## config.mk

```make
export PLATFORM = sky130hd
export DESIGN_NAME = warn_rate_servo
export DESIGN_NICKNAME = d
export VERILOG_FILES = /design/src/rtl/vsc_pkg.sv /design/src/rtl/vsc_window_timer.sv /design/src/rtl/vsc_warn_tally.sv /design/src/rtl/vsc_rate_judge.sv /design/src/rtl/vsc_code_reg.sv /design/src/rtl/warn_rate_servo.sv
export SDC_FILE = /design/constraint.sdc
export NUM_CORES = 1
export LEC_CHECK = 0
export BUFFER_PORTS_ARGS = -buffer_cell sky130_fd_sc_hd__buf_2
export CAP_MARGIN = 10
export CORE_ASPECT_RATIO = 0.75
export CORE_MARGIN = 3
export CORE_UTILIZATION = 64
export CTS_BUF_LIST = sky130_fd_sc_hd__clkbuf_8
export DETAILED_ROUTE_END_ITERATION = 12
export PLACE_DENSITY = 0.89
export SKIP_CTS_REPAIR_TIMING = 1
export SLEW_MARGIN = 20
export SYNTH_ARGS = -nofsm -noshare
export SYNTH_HDL_FRONTEND = slang
export SYNTH_SLANG_ARGS = --single-unit
```

## constraint.sdc

```tcl
create_clock -name clk -period 7.8 [get_ports clk]
set_input_delay 1.56 -clock clk [delete_from_list [all_inputs] [get_ports clk]]
set_output_delay 1.56 -clock clk [all_outputs]
set_load 0.01 [all_outputs]
```

## src/rtl/vsc_pkg.sv

```systemverilog
package vsc_pkg;

    typedef enum logic [1:0] {
        DIR_HOLD  = 2'd0,
        DIR_RAISE = 2'd1,
        DIR_LOWER = 2'd2
    } step_dir_e;

    typedef struct packed {
        logic      strobe;
        step_dir_e dir;
    } decision_t;

    function automatic logic [1:0] dir_to_pulses(input step_dir_e d);
        return {d == DIR_RAISE, d == DIR_LOWER};
    endfunction

endpackage

```

## src/rtl/vsc_window_timer.sv

```systemverilog
module vsc_window_timer #(
    parameter int WIN_LEN = 1024
) (
    input  logic clk,
    input  logic rst,
    output logic last_o
);
    localparam int CW = (WIN_LEN > 2) ? $clog2(WIN_LEN) : 1;
    localparam logic [CW-1:0] LAST = CW'(WIN_LEN - 1);

    logic [CW-1:0] cnt;

    always_ff @(posedge clk) begin
        if (rst || cnt == LAST) cnt <= '0;
        else                    cnt <= cnt + 1'b1;
    end

    assign last_o = (cnt == LAST);

    assert_wrap_R2: assert property (@(posedge clk) disable iff (rst)
        last_o |=> cnt == '0);
    assert_advance_R2: assert property (@(posedge clk) disable iff (rst)
        (!last_o && !$past(rst)) |=> cnt == $past(cnt) + 1'b1);
endmodule

```

## src/rtl/vsc_warn_tally.sv

```systemverilog
module vsc_warn_tally #(
    parameter int WARN_W = 8
) (
    input  logic              clk,
    input  logic              rst,
    input  logic              warn_i,
    input  logic              last_i,
    output logic [WARN_W-1:0] total_o
);
    localparam logic [WARN_W-1:0] TOP = '1;

    logic [WARN_W-1:0] tally;

    assign total_o = (tally == TOP) ? TOP : tally + WARN_W'(warn_i);

    always_ff @(posedge clk) begin
        if (rst || last_i) tally <= '0;
        else               tally <= total_o;
    end

    assert_clear_R6: assert property (@(posedge clk) disable iff (rst)
        last_i |=> tally == '0);
    assert_sat_hold_R7: assert property (@(posedge clk) disable iff (rst)
        (tally == TOP && !last_i) |=> tally == TOP);
endmodule

```

## src/rtl/vsc_rate_judge.sv

```systemverilog
module vsc_rate_judge
    import vsc_pkg::*;
#(
    parameter int WARN_W = 8
) (
    input  logic              clk,
    input  logic              rst,
    input  logic              last_i,
    input  logic [WARN_W-1:0] total_i,
    input  logic [WARN_W-1:0] target_i,
    input  logic [WARN_W-1:0] band_i,
    output decision_t         dec_o
);
    localparam int XW = WARN_W + 1;

    logic [XW-1:0] total_x, target_x, band_x;
    logic          too_many, too_few;
    step_dir_e     verdict;

    assign total_x  = {1'b0, total_i};
    assign target_x = {1'b0, target_i};
    assign band_x   = {1'b0, band_i};
    assign too_many = total_x > (target_x + band_x);
    assign too_few  = (total_x + band_x) < target_x;

    always_comb begin
        if (too_many)     verdict = DIR_RAISE;
        else if (too_few) verdict = DIR_LOWER;
        else              verdict = DIR_HOLD;
    end

    always_ff @(posedge clk) begin
        if (rst) begin
            dec_o <= '{strobe: 1'b0, dir: DIR_HOLD};
        end else if (last_i) begin
            dec_o <= '{strobe: 1'b1, dir: verdict};
        end else begin
            dec_o <= '{strobe: 1'b0, dir: DIR_HOLD};
        end
    end

    assert_dir_legal_R10: assert property (@(posedge clk) disable iff (rst)
        dec_o.dir != 2'd3);
    assert_idle_R10: assert property (@(posedge clk) disable iff (rst)
        !dec_o.strobe |-> dec_o.dir == DIR_HOLD);
endmodule

```

## src/rtl/vsc_code_reg.sv

```systemverilog
module vsc_code_reg #(
    parameter int CODE_W = 6
) (
    input  logic              clk,
    input  logic              rst,
    input  logic              up_i,
    input  logic              dn_i,
    input  logic [CODE_W-1:0] code_min_i,
    input  logic [CODE_W-1:0] code_max_i,
    output logic [CODE_W-1:0] code_o
);
    always_ff @(posedge clk) begin
        if (rst)                             code_o <= code_max_i;
        else if (up_i && code_o < code_max_i) code_o <= code_o + 1'b1;
        else if (dn_i && code_o > code_min_i) code_o <= code_o - 1'b1;
    end

    assert_reset_R1: assert property (@(posedge clk)
        rst |=> code_o == $past(code_max_i));
    assert_raise_R8: assert property (@(posedge clk) disable iff (rst)
        (up_i && code_o < code_max_i) |=> code_o == $past(code_o) + 1'b1);
    assert_lower_R8: assert property (@(posedge clk) disable iff (rst)
        (dn_i && code_o > code_min_i) |=> code_o == $past(code_o) - 1'b1);
    assert_ceiling_R9: assert property (@(posedge clk) disable iff (rst)
        (up_i && code_o >= code_max_i) |=> code_o == $past(code_o));
    assert_floor_R9: assert property (@(posedge clk) disable iff (rst)
        (dn_i && code_o <= code_min_i) |=> code_o == $past(code_o));
    assert_quiet_R8: assert property (@(posedge clk) disable iff (rst)
        (!up_i && !dn_i) |=> code_o == $past(code_o));
endmodule

```

## src/rtl/warn_rate_servo.sv

```systemverilog
module warn_rate_servo
    import vsc_pkg::*;
#(
    parameter int WIN_LEN = 1024,
    parameter int WARN_W  = 8,
    parameter int CODE_W  = 6
) (
    input  logic              clk,
    input  logic              rst,
    input  logic              warn_i,
    input  logic [WARN_W-1:0] target_i,
    input  logic [WARN_W-1:0] band_i,
    input  logic [CODE_W-1:0] code_min_i,
    input  logic [CODE_W-1:0] code_max_i,
    output logic              step_up_o,
    output logic              step_dn_o,
    output logic              win_done_o,
    output logic [CODE_W-1:0] code_o
);
    logic              last;
    logic [WARN_W-1:0] total;
    decision_t         dec;
    logic [1:0]        pulses;

    vsc_window_timer #(.WIN_LEN(WIN_LEN)) u_timer (
        .clk(clk), .rst(rst), .last_o(last)
    );

    vsc_warn_tally #(.WARN_W(WARN_W)) u_tally (
        .clk(clk), .rst(rst), .warn_i(warn_i), .last_i(last), .total_o(total)
    );

    vsc_rate_judge #(.WARN_W(WARN_W)) u_judge (
        .clk(clk), .rst(rst), .last_i(last), .total_i(total),
        .target_i(target_i), .band_i(band_i), .dec_o(dec)
    );

    assign pulses     = dir_to_pulses(dec.dir);
    assign step_up_o  = pulses[1];
    assign step_dn_o  = pulses[0];
    assign win_done_o = dec.strobe;

    vsc_code_reg #(.CODE_W(CODE_W)) u_code (
        .clk(clk), .rst(rst), .up_i(step_up_o), .dn_i(step_dn_o),
        .code_min_i(code_min_i), .code_max_i(code_max_i), .code_o(code_o)
    );

    assert_exclusive_R10: assert property (@(posedge clk) disable iff (rst)
        !(step_up_o && step_dn_o));
    assert_on_strobe_R10: assert property (@(posedge clk) disable iff (rst)
        (step_up_o || step_dn_o) |-> win_done_o);
    assert_strobe_from_last_R2: assert property (@(posedge clk) disable iff (rst)
        last |=> win_done_o);
    assert_strobe_single_R2: assert property (@(posedge clk) disable iff (rst)
        win_done_o |=> !win_done_o);
endmodule

```

# Word level (Yosys, flattened, before mapping)
# Index checks and enable logic that the tools add are counted.
dict set report word_totals {
  wordCells 34
  in_bits 31
  reg_bits 27
}
dict set report classes {
  add_sub_neg 6
  bitwise_logic 1
  eq_ne 4
  n_reduce_logical 6
  n_mux 7
  n_lt_le_gt_ge 4
}
# cell count
set op_table {}
lappend op_table {{$add A8 B8 Y9} 2}
lappend op_table {{$mux W6} 3}
lappend op_table {{$add A10 B1 Y10 const B} 1}
lappend op_table {{$eq A10 B10 Y1 const B} 1}
lappend op_table {{$gt A8 B9 Y1} 1}
lappend op_table {{$lt A9 B8 Y1} 1}
lappend op_table {{$add A8 B1 Y8} 1}
lappend op_table {{$eq A8 B8 Y1 const B} 1}
lappend op_table {{$mux W8} 1}
lappend op_table {{$add A6 B1 Y6 const B} 1}
lappend op_table {{$gt A6 B6 Y1} 1}
lappend op_table {{$lt A6 B6 Y1} 1}
lappend op_table {{$sub A6 B1 Y6 const B} 1}
lappend op_table {{$mux W2} 2}
lappend op_table {{$mux W3} 1}
lappend op_table {{$reduce_bool A3 Y1} 1}
lappend op_table {{$reduce_or A3 Y1} 1}
lappend op_table {{$eq A2 B1 Y1 const B} 1}
lappend op_table {{$eq A2 B2 Y1 const B} 1}
lappend op_table {{$logic_and A1 B1 Y1} 2}
lappend op_table {{$reduce_or A2 Y1} 1}
lappend op_table {{$logic_or A1 B1 Y1} 1}
lappend op_table {{$not A1 Y1} 1}

# Depth between registers and ports, before layout
dict set report depth {
  ltp_word 7
  ltp_mapped 16
  depth_no_buf 16
}

# Modules after synthesis
# From an unflattened synthesis, not the netlist that was laid out.
dict set report hier_totals {
  cells_unflattened 309
  hier_area_um2 2661.3
}
# mod area_each_um2 n_inst cells_each seq_area_each_um2
set by_module_without_submodules {}
lappend by_module_without_submodules {vsc_rate_judge 1028.5 1 127 60.1}
lappend by_module_without_submodules {vsc_code_reg 716.9 1 77 180.2}
lappend by_module_without_submodules {vsc_window_timer 466.7 1 54 200.2}
lappend by_module_without_submodules {vsc_warn_tally 434.2 1 49 160.2}
lappend by_module_without_submodules {warn_rate_servo 15.0 1 2 0.0}

# Worst setup path after synthesis
# Ideal clock, no wire load.
dict set report synth_timing {
  path_type {in2reg}
  startpoint {input warn_i}
  endpoint {register u_judge.dec_o[1] (netlist name)}
  setup_ns 0.061
  path_stages 15
  path_buffers 0
  setup_slack_ns 3.698
  arrival_ns 4.041
  cell_sequence {ha_1 > a31oi_1 > inv_1 > ha_1 > fa_1 > nand3_1 > nand2_1 > and3_1 > a211oi_1 > xnor2_1 > ha_1 > a211oi_1 > o21ai_0 > o211ai_1 > and4_1}
}
dict set report synth_via {
  elab_chain_cells 5
  elab_cells_between_ends 7
  cone_classes {add/sub (2); order compare (2); mux (2); reduce/logical (1)}
}
# item line
set synth_lines {}
lappend synth_lines {{start: declaration} warn_rate_servo.sv:10} ;# input logic warn_i,
lappend synth_lines {{$add A8 B1 Y8 (*)} vsc_warn_tally.sv:14} ;# assign total_o = (tally == TOP) ? TOP : tally + WARN_W'(warn_i);
lappend synth_lines {{$mux W8 (*)} vsc_warn_tally.sv:14}
lappend synth_lines {{named net total[0]} warn_rate_servo.sv:21} ;# logic [WARN_W-1:0] total;
lappend synth_lines {{$add A8 B8 Y9} vsc_rate_judge.sv:24} ;# assign too_few = (total_x + band_x) < target_x;
lappend synth_lines {{$lt A9 B8 Y1} vsc_rate_judge.sv:24}
lappend synth_lines {{$mux W2} vsc_rate_judge.sv:28} ;# else if (too_few) verdict = DIR_LOWER;
lappend synth_lines {{end signal: assignment} vsc_rate_judge.sv:34} ;# dec_o <= '{strobe: 1'b0, dir: DIR_HOLD};
lappend synth_lines {{end signal: assignment} vsc_rate_judge.sv:36} ;# dec_o <= '{strobe: 1'b1, dir: verdict};
lappend synth_lines {{end signal: assignment} vsc_rate_judge.sv:38} ;# dec_o <= '{strobe: 1'b0, dir: DIR_HOLD};
lappend synth_lines {{end: declaration} vsc_rate_judge.sv:12} ;# output decision_t dec_o
# The timed path passes the listed nets; every way through them passes the cells marked *.
# A chain may end at the register's enable or synchronous reset.

# Worst setup path after layout
dict set report layout_timing {
  startpoint {input target_i[0]}
  endpoint {register u_judge.dec_o[1] (netlist name)}
}
dict set report layout_via {
  elab_chain_cells 3
  elab_cells_between_ends 5
  cone_classes {add/sub (1); order compare (2); mux (1); reduce/logical (1)}
}
# item line
set layout_lines {}
lappend layout_lines {{start: declaration} warn_rate_servo.sv:11} ;# input logic [WARN_W-1:0] target_i,
lappend layout_lines {{$add A8 B8 Y9} vsc_rate_judge.sv:23} ;# assign too_many = total_x > (target_x + band_x);
lappend layout_lines {{$gt A8 B9 Y1} vsc_rate_judge.sv:23}
lappend layout_lines {{$reduce_or A3 Y1 (no line)} n/a}
# Parallel ways exist; a longest one is shown, timed or not.

==> summary.md <==
| Metric | Value |
|---|---|
| Clk sinks | 27 |
| Row cnt | 19 |
| Gr ovfl total | 0 |
| Share of the synthesized area in the top cell type | 0.253 |
| Total track usage | 0.253 |
| Synth Register Bits | 27 |
| Pwr Total | 359 uW |
| Cell count after synthesis | 288 |
| Layout cell share with drive strength beyond 1 | 0.140 |
| Hold Path Cell Cnt | 1 |
| Final period util | 0.552 |
| VDD IR max | 88.5 uV |
| TritonCTS clock tree | done |
| Flop2flop setup slack | 4.32 ns |
| GPL Wtd Cong | 0.949 |
| HP Class | reg -> reg |
| Total negative slack | 0 ns |
| Post-Route Utilization | 0.755 |
| Hold_ws | 0.482 ns |
| Largest cells by area after synthesis | ha_1 25%, dfxtp_1 17%, edfxtp_1 7.1%, xor2_1 5.6%, inv_1 3.9% |
| Setup Skew | 0.00166 ns |
| Synth cell types | 44 |
| DP Wirelength | 4840 um |
| Leakage Power | 1.44 nW |
| Reg2Reg Launch Point | u_tally.tally[3]$_SDFF_PP0_ |
| Final Hold Vio Count | 0 |
| Post-route ant nets | 0 |
| I/O pin total | 40 |
| Die extent in x | 78.5 um |
| Root Buffer | clkbuf_8 |
| Via count | 2,225 |
| Max_cap viols | 0 |
| Ys Warns | 0 |
| Setup-failing EPs final | 0 |
| Worst-path clk slew | 0.08 ns |
| Reg2Reg Capture Point | u_judge.dec_o[1]$_SDFF_PP0_ |
| Largest net degree at the start of global routing | 16 |
| Synth area leader | ha_1 |
| Register area | 601 um^2 |
| Critical path class | in -> reg |
| Crit path launch type | input pin |
| Final #Nets | 414 |
| Depth of the CTS H-tree | 1 |
| Crit end category | register |
| Antenna diode count | 0 |
| Vert. Die Dim | 60.4 um |
| Sequential share of the synthesized area | 0.238 |
| Crit path time final | 4.30 ns |
| Layout Area Growth over Synthesis | 11.6% |
| First-pass detailed-route iteration total | 4 |
| Total die area | 4740 um^2 |
| First-pass GRT wire length | 9470 um |
| Number of port buffers | 39 |
| Clock buffer depth | 2 |
| RSZ-0062 raised after global routing | false |
| Cell Area, Synth | 2520 um^2 |
| Later-pin clock latency in the skew report | 0.27 ns |
| Core Box Area | 3730 um^2 |
| Final Slew Violations | 0 |
| DRC viols | 0 |
| Post-synth EDFFs | 6 |
| Drt initial violations | 129 |
| Rel. slew slack | 0.549 |
| Fill cells | 285 |
| Top FF cell, synth | dfxtp_1 |
| Synthesized net count | 373 |
| Vias/cell | 5.86 |
| Status | finished, final reports clean |
| Power density cells | 127 nW/um^2 |
| Cells on worst reg2reg path | 15 |
| Syn avg cell area | 8.76 um^2 |
| Initial core utilization | 0.676 |
| Fmax | 232 MHz |
| Crit-path max FO | 3 |
| HP Start | u_timer.cnt[0]$_SDFF_PP0_ |
| Worst Path Required | 7.97 ns |
| Hold EP | u_timer.cnt[0]$_SDFF_PP0_ |
| Slew at the pin with the worst max-slew slack | 0.674 ns |
| Worst path arrival time | 4.47 ns |
| Post-DR wirelength/cell | 15.1 um |
| Initial antenna violation count | 0 |
| Final wirelength | 5760 um |
| Async SR Flop Fraction | 0 |
| Num CTS Buffers | 3 |
| Multi-input gate area | 1810 um^2 |
| Vias in the first global route | 2,167 |
[critical path, cell delays in order]
cell,delay [ns]
buf_2,0.11
ha_1,0.22
fa_1,0.42
a211oi_1,0.26
o21bai_1,0.10
a21oi_1,0.24
xor2_1,0.18
ha_1,0.28
nand4_1,0.13
nor2_1,0.06
a2111oi_0,0.42
o221ai_1,0.25
and4_1,0.23
[cell type report]
class                   instances  share of cell area
multi-input cells             231               0.642
well taps                      52              0.0231
clock buffers                   3              0.0147
flip-flops and latches         27               0.213
repair buffers                 39              0.0693
inverters                      27              0.0360
clock inverters                 1             0.00133
[worst max-delay path by stage]
stage | cells after the start | slack (ns) | startpoint | endpoint
floorplan | 15 | 3.70 | warn_i | u_judge.dec_o[1]$_SDFF_PP0_
global placement | 16 | 3.38 | warn_i | u_judge.dec_o[1]$_SDFF_PP0_
detailed placement | 16 | 3.25 | warn_i | u_judge.dec_o[1]$_SDFF_PP0_
CTS | 16 | 3.52 | warn_i | u_judge.dec_o[1]$_SDFF_PP0_
global route | 16 | 3.25 | warn_i | u_judge.dec_o[1]$_SDFF_PP0_
finish | 13 | 3.50 | target_i[0] | u_judge.dec_o[1]$_SDFF_PP0_
[cells by family (layout without fill, tap and decap cells)]
logic type | Yosys count | after routing | share of synthesized area
adder cells (fa/ha/maj) | 54 | 54 | 0.277
AO/OA/AOI/OAI | 65 | 65 | 0.172
multiplexers | 2 | 2 | 0.00892
flip-flops | 27 | 27 | 0.238
buffers and inverters | 30 | 70 | 0.0451
AND/OR/NAND/NOR | 83 | 83 | 0.166
XOR/XNOR | 27 | 27 | 0.0937
[metal layers]
metal	vias to the layer above	routed length (um)	GRT usage
met3	6	515	0.0386
met5	-	0	0
met4	0	64	0.0599
li1	1114	-	-
met1	1025	2600	0.358
met2	80	2570	0.414
[metrics by stage]
step                      setup WS, ns  cells  cell area, um^2
after global routing              3.25    380             2820
after floorplan                   3.70    288             2520
after CTS                         3.52    380             2820
after global placement            3.38    376             2770
final                             3.50    380             2820
after detailed placement          3.25    376             2770
[power breakdown]
group / leakage, nW / switching (mW) / total, mW / internal [mW]
combinational: 1.18 / 0.0700 / 0.127 / 0.0573
clock: 0.0269 / 0.0399 / 0.0752 / 0.0352
sequential: 0.229 / 0.00710 / 0.156 / 0.149
total: 1.44 / 0.117 / 0.359 / 0.242
[synthesized netlist by cell type, drive strengths merged (9+ instances only)]
cell type and n:
a211oi 9, nand2 18, inv 27, a21o 9, xnor2 11, ha 51, xor2 16, nor2 22
dfxtp 21, a21oi 17, o21ai 13, nand3 10
[state kept, by name, indices dropped and copies added, names as in the netlist]
register and flops:
u_tally.tally 8, u_timer.cnt 10, u_judge.dec_o 3, u_code.code_o 6
[layout by cell type (no fill, tap or decap), types with 9 or more instances in the layout]
cell	n
xnor2_1	11
nand2_1	18
ha_1	51
buf_2	39
nor2_1	22
dfxtp_1	21
nand3_1	10
a21oi_1	17
a21o_1	9
xor2_1	16
a211oi_1	9
inv_1	27
No activity file was read; power rests on OpenSTA's default activity.
